File: src/rtl/ext_trk_pkg.sv
package ext_trk_pkg;

  typedef enum logic {
    SEL_MAX = 1'b0,
    SEL_MIN = 1'b1
  } word_sel_e;

  typedef enum logic {
    TRK_MAX = 1'b0,
    TRK_MIN = 1'b1
  } trk_kind_e;

endpackage

File: src/rtl/extreme_slot.sv
module extreme_slot
  import ext_trk_pkg::*;
#(
  parameter int unsigned DATA_W = 24,
  parameter int unsigned CHAN_W = 2,
  parameter trk_kind_e   KIND   = TRK_MAX
) (
  input  logic              clk,
  input  logic              rst_n,
  input  logic              smp_vld,
  input  logic [DATA_W-1:0] smp_data,
  input  logic [CHAN_W-1:0] smp_chan,
  input  logic              clr,
  output logic [DATA_W-1:0] val_q,
  output logic [CHAN_W-1:0] chan_q,
  output logic              take
);

  localparam logic [DATA_W-1:0] MOST_NEG = {1'b1, {(DATA_W-1){1'b0}}};
  localparam logic [DATA_W-1:0] MOST_POS = {1'b0, {(DATA_W-1){1'b1}}};
  localparam logic [DATA_W-1:0] RELOAD   = (KIND == TRK_MAX) ? MOST_NEG : MOST_POS;

  // strict signed ordering in the direction this slot tracks
  function automatic logic beats(input logic [DATA_W-1:0] cand,
                                 input logic [DATA_W-1:0] held);
    if (KIND == TRK_MAX) return $signed(cand) > $signed(held);
    else                 return $signed(cand) < $signed(held);
  endfunction

  logic [DATA_W-1:0] base_val;
  logic [CHAN_W-1:0] base_chan;

  // a read reloads first, then the sample is judged against the reload
  assign base_val  = clr ? RELOAD : val_q;
  assign base_chan = clr ? '0     : chan_q;
  assign take      = smp_vld && beats(smp_data, base_val);

  always_ff @(posedge clk or negedge rst_n) begin
    if (!rst_n) begin
      val_q  <= RELOAD;
      chan_q <= '0;
    end else if (take) begin
      val_q  <= smp_data;
      chan_q <= smp_chan;
    end else begin
      val_q  <= base_val;
      chan_q <= base_chan;
    end
  end


  capture_chk: assert property (@(posedge clk) disable iff (!rst_n)
    take |=> (val_q == $past(smp_data)) && (chan_q == $past(smp_chan)));


  reload_chk: assert property (@(posedge clk) disable iff (!rst_n)
    (clr && !smp_vld) |=> (val_q == RELOAD) && (chan_q == '0));


  idle_hold_chk: assert property (@(posedge clk) disable iff (!rst_n)
    (!clr && !smp_vld) |=> $stable(val_q) && $stable(chan_q));


  equal_hold_chk: assert property (@(posedge clk) disable iff (!rst_n)
    (smp_vld && !clr && (smp_data == val_q)) |=> $stable(val_q) && $stable(chan_q));


  generate
    if (KIND == TRK_MAX) begin : g_mono_max
      mono_chk: assert property (@(posedge clk) disable iff (!rst_n)
        !clr |=> $signed(val_q) >= $signed($past(val_q)));
    end else begin : g_mono_min
      mono_chk: assert property (@(posedge clk) disable iff (!rst_n)
        !clr |=> $signed(val_q) <= $signed($past(val_q)));
    end
  endgenerate

endmodule

File: src/rtl/word_packer.sv
module word_packer
  import ext_trk_pkg::*;
#(
  parameter int unsigned DATA_W = 24,
  parameter int unsigned CHAN_W = 2,
  parameter int unsigned REG_W  = 32
) (
  input  logic [DATA_W-1:0] max_val,
  input  logic [CHAN_W-1:0] max_chan,
  input  logic [DATA_W-1:0] min_val,
  input  logic [CHAN_W-1:0] min_chan,
  input  word_sel_e         sel,
  output logic [REG_W-1:0]  word
);

  localparam int unsigned PAD_W = REG_W - DATA_W - CHAN_W;

  function automatic logic [REG_W-1:0] pack(input logic [DATA_W-1:0] v,
                                            input logic [CHAN_W-1:0] c);
    return {v, {PAD_W{1'b0}}, c};
  endfunction

  assign word = (sel == SEL_MIN) ? pack(min_val, min_chan) : pack(max_val, max_chan);

endmodule

File: src/rtl/extremes_tracker.sv
module extremes_tracker
  import ext_trk_pkg::*;
#(
  parameter int unsigned DATA_W = 24,
  parameter int unsigned CHAN_W = 2,
  parameter int unsigned REG_W  = 32
) (
  input  logic              clk,
  input  logic              rst_n,
  input  logic              smp_vld,
  input  logic [DATA_W-1:0] smp_data,
  input  logic [CHAN_W-1:0] smp_chan,
  input  logic              rd_en,
  input  logic              rd_sel,
  output logic [REG_W-1:0]  rd_data
);

  localparam int unsigned VAL_LSB = REG_W - DATA_W;

  word_sel_e         sel;
  logic              clr_max, clr_min;
  logic              take_max, take_min;
  logic [DATA_W-1:0] max_val, min_val;
  logic [CHAN_W-1:0] max_chan, min_chan;

  assign sel     = word_sel_e'(rd_sel);
  assign clr_max = rd_en && (sel == SEL_MAX);
  assign clr_min = rd_en && (sel == SEL_MIN);

  extreme_slot #(.DATA_W(DATA_W), .CHAN_W(CHAN_W), .KIND(TRK_MAX)) u_max (
    .clk(clk), .rst_n(rst_n), .smp_vld(smp_vld), .smp_data(smp_data),
    .smp_chan(smp_chan), .clr(clr_max), .val_q(max_val), .chan_q(max_chan),
    .take(take_max)
  );

  extreme_slot #(.DATA_W(DATA_W), .CHAN_W(CHAN_W), .KIND(TRK_MIN)) u_min (
    .clk(clk), .rst_n(rst_n), .smp_vld(smp_vld), .smp_data(smp_data),
    .smp_chan(smp_chan), .clr(clr_min), .val_q(min_val), .chan_q(min_chan),
    .take(take_min)
  );

  word_packer #(.DATA_W(DATA_W), .CHAN_W(CHAN_W), .REG_W(REG_W)) u_pack (
    .max_val(max_val), .max_chan(max_chan), .min_val(min_val),
    .min_chan(min_chan), .sel(sel), .word(rd_data)
  );


  pad_zero_chk: assert property (@(posedge clk) disable iff (!rst_n)
    rd_data[VAL_LSB-1:CHAN_W] == '0);


  word_route_chk: assert property (@(posedge clk) disable iff (!rst_n)
    rd_data[REG_W-1:VAL_LSB] == ((sel == SEL_MIN) ? min_val : max_val));


  other_kept_chk: assert property (@(posedge clk) disable iff (!rst_n)
    (clr_min && !smp_vld) |=> $stable(max_val) && $stable(max_chan));


  same_cycle_chk: assert property (@(posedge clk) disable iff (!rst_n)
    (clr_max && smp_vld && (smp_data != {1'b1, {(DATA_W-1){1'b0}}}))
      |=> max_val == $past(smp_data));

endmodule

File: config.mk
export PLATFORM = sky130hd
export DESIGN_NAME = extremes_tracker
export DESIGN_NICKNAME = d
export VERILOG_FILES = /design/src/rtl/ext_trk_pkg.sv /design/src/rtl/extreme_slot.sv /design/src/rtl/word_packer.sv /design/src/rtl/extremes_tracker.sv
export SDC_FILE = /design/constraint.sdc
export NUM_CORES = 1
export LEC_CHECK = 0
export BUFFER_PORTS_ARGS = -buffer_cell sky130_fd_sc_hd__buf_2
export CORE_MARGIN = 2
export CORE_UTILIZATION = 45
export DETAILED_ROUTE_END_ITERATION = 10
export GPL_TIMING_DRIVEN = 0
export PLACE_DENSITY = 0.69
export SYNTH_ARGS = -nofsm -noshare
export SYNTH_HDL_FRONTEND = slang
export SYNTH_SLANG_ARGS = --single-unit
File: constraint.sdc
create_clock -name clk -period 8.56 [get_ports clk]
set_clock_uncertainty 0.1 [all_clocks]
set_input_delay 0 -clock clk [delete_from_list [all_inputs] [get_ports clk]]
set_output_delay 0 -clock clk [all_outputs]
set_load 0.1 [all_outputs]
==> results by group <==
Placement
  • Placed cell count: 526
  • Gpl congestion: 0.870
  • Placement Setup Slack: 4410 ps
  • DPL Wire Length: 6120 µm
  • PortBufs: 56

Synth
  • Xor/xnor share of the synthesized area: 0
  • Post-synth EDFFs: 0
  • #FFs+latches synth: 52
  • Post-synth top flop: dfrtp_1
  • Simple-gate area share of the yosys netlist: 0.113
  • Post-synth top cells: ha_1 (47), nand2_1 (35), inv_1 (29), dfrtp_1 (28), mux2_2 (27)
  • Compound-Gate Fraction of Synth Area: 0.134
  • Ys async rst share: 1.00
  • Largest area contributor in the netlist: dfrtp_1
  • Synth cell types: 36
  • Synth area leaders: dfrtp_1 (19%), dfstp_2 (17%), ha_1 (16%), mux2_2 (8.4%), mux2i_1 (6.9%)
  • Most frequent cell after synthesis: ha_1
  • Post-synthesis adder-cell area fraction: 0.163
  • Mapped cell area: 3610 µm²
  • Largest family of logic cells by synthesized area: adder cells
  • Sequential share of the synthesized area: 0.368
  • Mux cell area share after synthesis: 0.153
  • Synthesis warning total: 0
  • Synth top area share: 0.194
  • Number of cells produced by synthesis: 363
  • Mapped Avg Cell Area: 9.95 µm²

Cells and area
  • Final instance count without filler cells: 561
  • Inserted Diodes: 0
  • Layout fillers: 714
  • Share of layout cells above drive strength 1: 0.283
  • Layout area overhead: 22.8%
  • Nets: 536

Clocking
  • CTS root buffer: clkbuf_8
  • Setup Buffers After CTS: 0
  • Post-CTS Resized: 0
  • Hold_buf cts: 27
  • Max Root-Sink Buffers: 2
  • H-tree depth: 2
  • Clk Latency, worst-skew pair: 310 ps
  • Number of buffers created by CTS: 5
  • CTS tree: yes
  • Clk sink count: 52
  • Worst-path clk slew: 90 ps

Timing
  • Setup violations, final: 0
  • Count of final max-slew check failures: 0
  • RSZ-0062 raised after global routing: no
  • Fmax: 262 MHz
  • Hold_ws: 178 ps
  • Final hold violation count: 0
  • Slew @ Worst Pin: 1170 ps
  • Min cycle time layout: 3810 ps
  • Max transition margin: 0.217
  • Period utilization: 0.445
  • Setup ws final: 4750 ps
  • Setup TNS: 0 ps

Setup path
  • Cell at the slowest stage of the critical path: clkbuf_1
  • CP max stage delay: 490 ps
  • Worst-path maximum fanout: 10
  • Worst setup EP type: flop
  • CP Launch Type: input port
  • Crit path cell chain: buf_2, clkbuf_1, nand2b_1, clkbuf_1, clkbuf_1, nand2_1, ha_1, nor2b_1, o211ai_1, a21oi_1, or3_1, a31oi_1, a21o_1, buf_2, buf_2, mux2i_1
  • Worst path depth: 16
  • Worst path bufs/invs: 6
  • Critical Path AT: 3940 ps
  • R2R Setup Slk: 5620 ps
  • Crit path kind: input port to flop
  • R2R depth: 10
  • Data required, critical path: 8690 ps
  • Family with the most delay on the worst path: buffers and inverters

Floorplan
  • Core area: 7770 µm²
  • Die Area: 8760 µm²
  • Initial Util: 0.465
  • Rows: 32
  • Chip Width: 93.6 µm
  • Die H: 93.6 µm
  • Boundary Pins: 63

Route
  • Routed wl met2: 3920 µm
  • Starting DRT DRC Count: 113
  • DRC Markers: 0
  • Avg WL per Cell: 14.8 µm
  • Via count: 2,918
  • Total wire length: 8320 µm
  • DR top layer: met4
  • Via density: 5.20
  • Met3 Wirelength: 326 µm
  • Final antenna-violating net count: 0
  • Detailed Routing Iterations Pass 1: 4
  • Met1 WL: 4010 µm

Worst hold path
  • Hold path cells: 4
  • Worst Hold Class: input port to flop

Pwr
  • Max VDD drop: 169 µV
  • Total power: 1220 µW
  • Pleak: 0.00216 µW
  • Pwr/cell area: 274 nW/µm²

Global route
  • Vias in the first global route: 2,945
  • GR Overflow Total: 0
  • Global Route Usage Sum: 0.199
  • Global-route wire length before repair: 13,900 µm
  • Largest net degree at the start of global routing: 53
  • Initial antenna violation count: 0

Job
  • Max-cap violations: 0

Run status
  • Status: completed
-- stage by stage --
stage               cell area (µm²)   util
floorplan                      3630      -
global placement               4040  0.520
detailed placement             4040  0.520
CTS                            4440  0.571
global route                   4440  0.571
finish                         4440  0.571
-- report_power, final --
| group | internal (µW) | total [µW] | leakage (µW) | switching, µW |
|---|---|---|---|---|
| logic | 190 | 654 | 0.00150 | 464 |
| clock network | 103 | 185 | 0.0000645 | 81.6 |
| registers | 336 | 378 | 0.000601 | 41.8 |
| total | 630 | 1220 | 0.00216 | 587 |
-- registers in the layout, summed over array words and instances (netlist names) --
signal and cells:
u_max.val_q 24, u_max.chan_q 2, u_min.val_q 24, u_min.chan_q 2
-- worst register-to-register path: cells and delay by family, from the launching register on --
family                     cells  cell delay [ps]
and+or+nand+nor                5              890
adders and majority gates      1              300
AOI/OAI and AO/OA              3              700
DFF                            1              560
buffers and inverters          1              320
-- per-layer routing --
layer | track usage | up-vias
li1 | - | 1483
met1 | 0.274 | 1382
met2 | 0.333 | 49
met3 | 0.0274 | 4
met4 | 0.0495 | 0
met5 | 0 | -
-- path summary, 6_finish.rpt --
kind | to | startpoint
max | u_max.val_q[8] | rd_sel
min | u_min.val_q[2] | smp_vld
max reg2reg | u_min.val_q[10] | u_min.val_q[1]
min reg2reg | u_min.val_q[8] | u_min.val_q[8]
max in group asynchronous | u_max.val_q[12] | rst_n
min in group asynchronous | u_max.val_q[5] | rst_n
-- cells by family after synthesis --
family,after synthesis
DFF,52
buffers and inverters,52
muxes,52
adders and majority gates,47
other,1
AOI/OAI and AO/OA,69
and+or+nand+nor,90
-- cell usage in the layout (no fill, tap or decap) --
| cell | n |
|---|---|
| buf_2 | 61 |
| ha_1 | 47 |
| nand2_1 | 35 |
| inv_1 | 29 |
| dfrtp_1 | 28 |
| mux2_2 | 27 |
| dlygate4sd3_1 | 27 |
| nor2_1 | 26 |
| mux2i_1 | 25 |
| dfstp_2 | 24 |
| o22a_1 | 23 |
| a21oi_1 | 18 |
| nand4_1 | 10 |
| o21ai_0 | 10 |
| clkbuf_1 | 9 |
| clkbuf_8 | 7 |
| buf_4 | 6 |
| conb_1 | 6 |
| nor2b_1 | 5 |
| a211oi_1 | 3 |
| nor3_1 | 3 |
| buf_6 | 3 |
| o22ai_1 | 3 |
| nand2b_1 | 2 |
| and2_1 | 2 |
| nand3_1 | 2 |
| a21boi_0 | 2 |
| o211ai_1 | 2 |
| nor4_1 | 2 |
| or3_1 | 2 |
| o21bai_1 | 2 |
| a221oi_2 | 1 |
| o31a_1 | 1 |
| a31o_1 | 1 |
| o2111ai_1 | 1 |
| nand4b_1 | 1 |
| a31oi_1 | 1 |
| a21o_1 | 1 |
| bufinv_16 | 1 |
-- cell type report --
cell class              instances  area, µm²  share of cell area
flip-flops and latches         52       1330               0.300
plain buffers                  23        138              0.0310
well taps                     102        128              0.0288
clock buffers                   7       96.3              0.0217
repair buffers                 83        551               0.124
clock inverters                 1       30.0             0.00677
inverters                      29        109              0.0245
multi-input cells             264       2050               0.463
(Power assumes the default switching activity.)
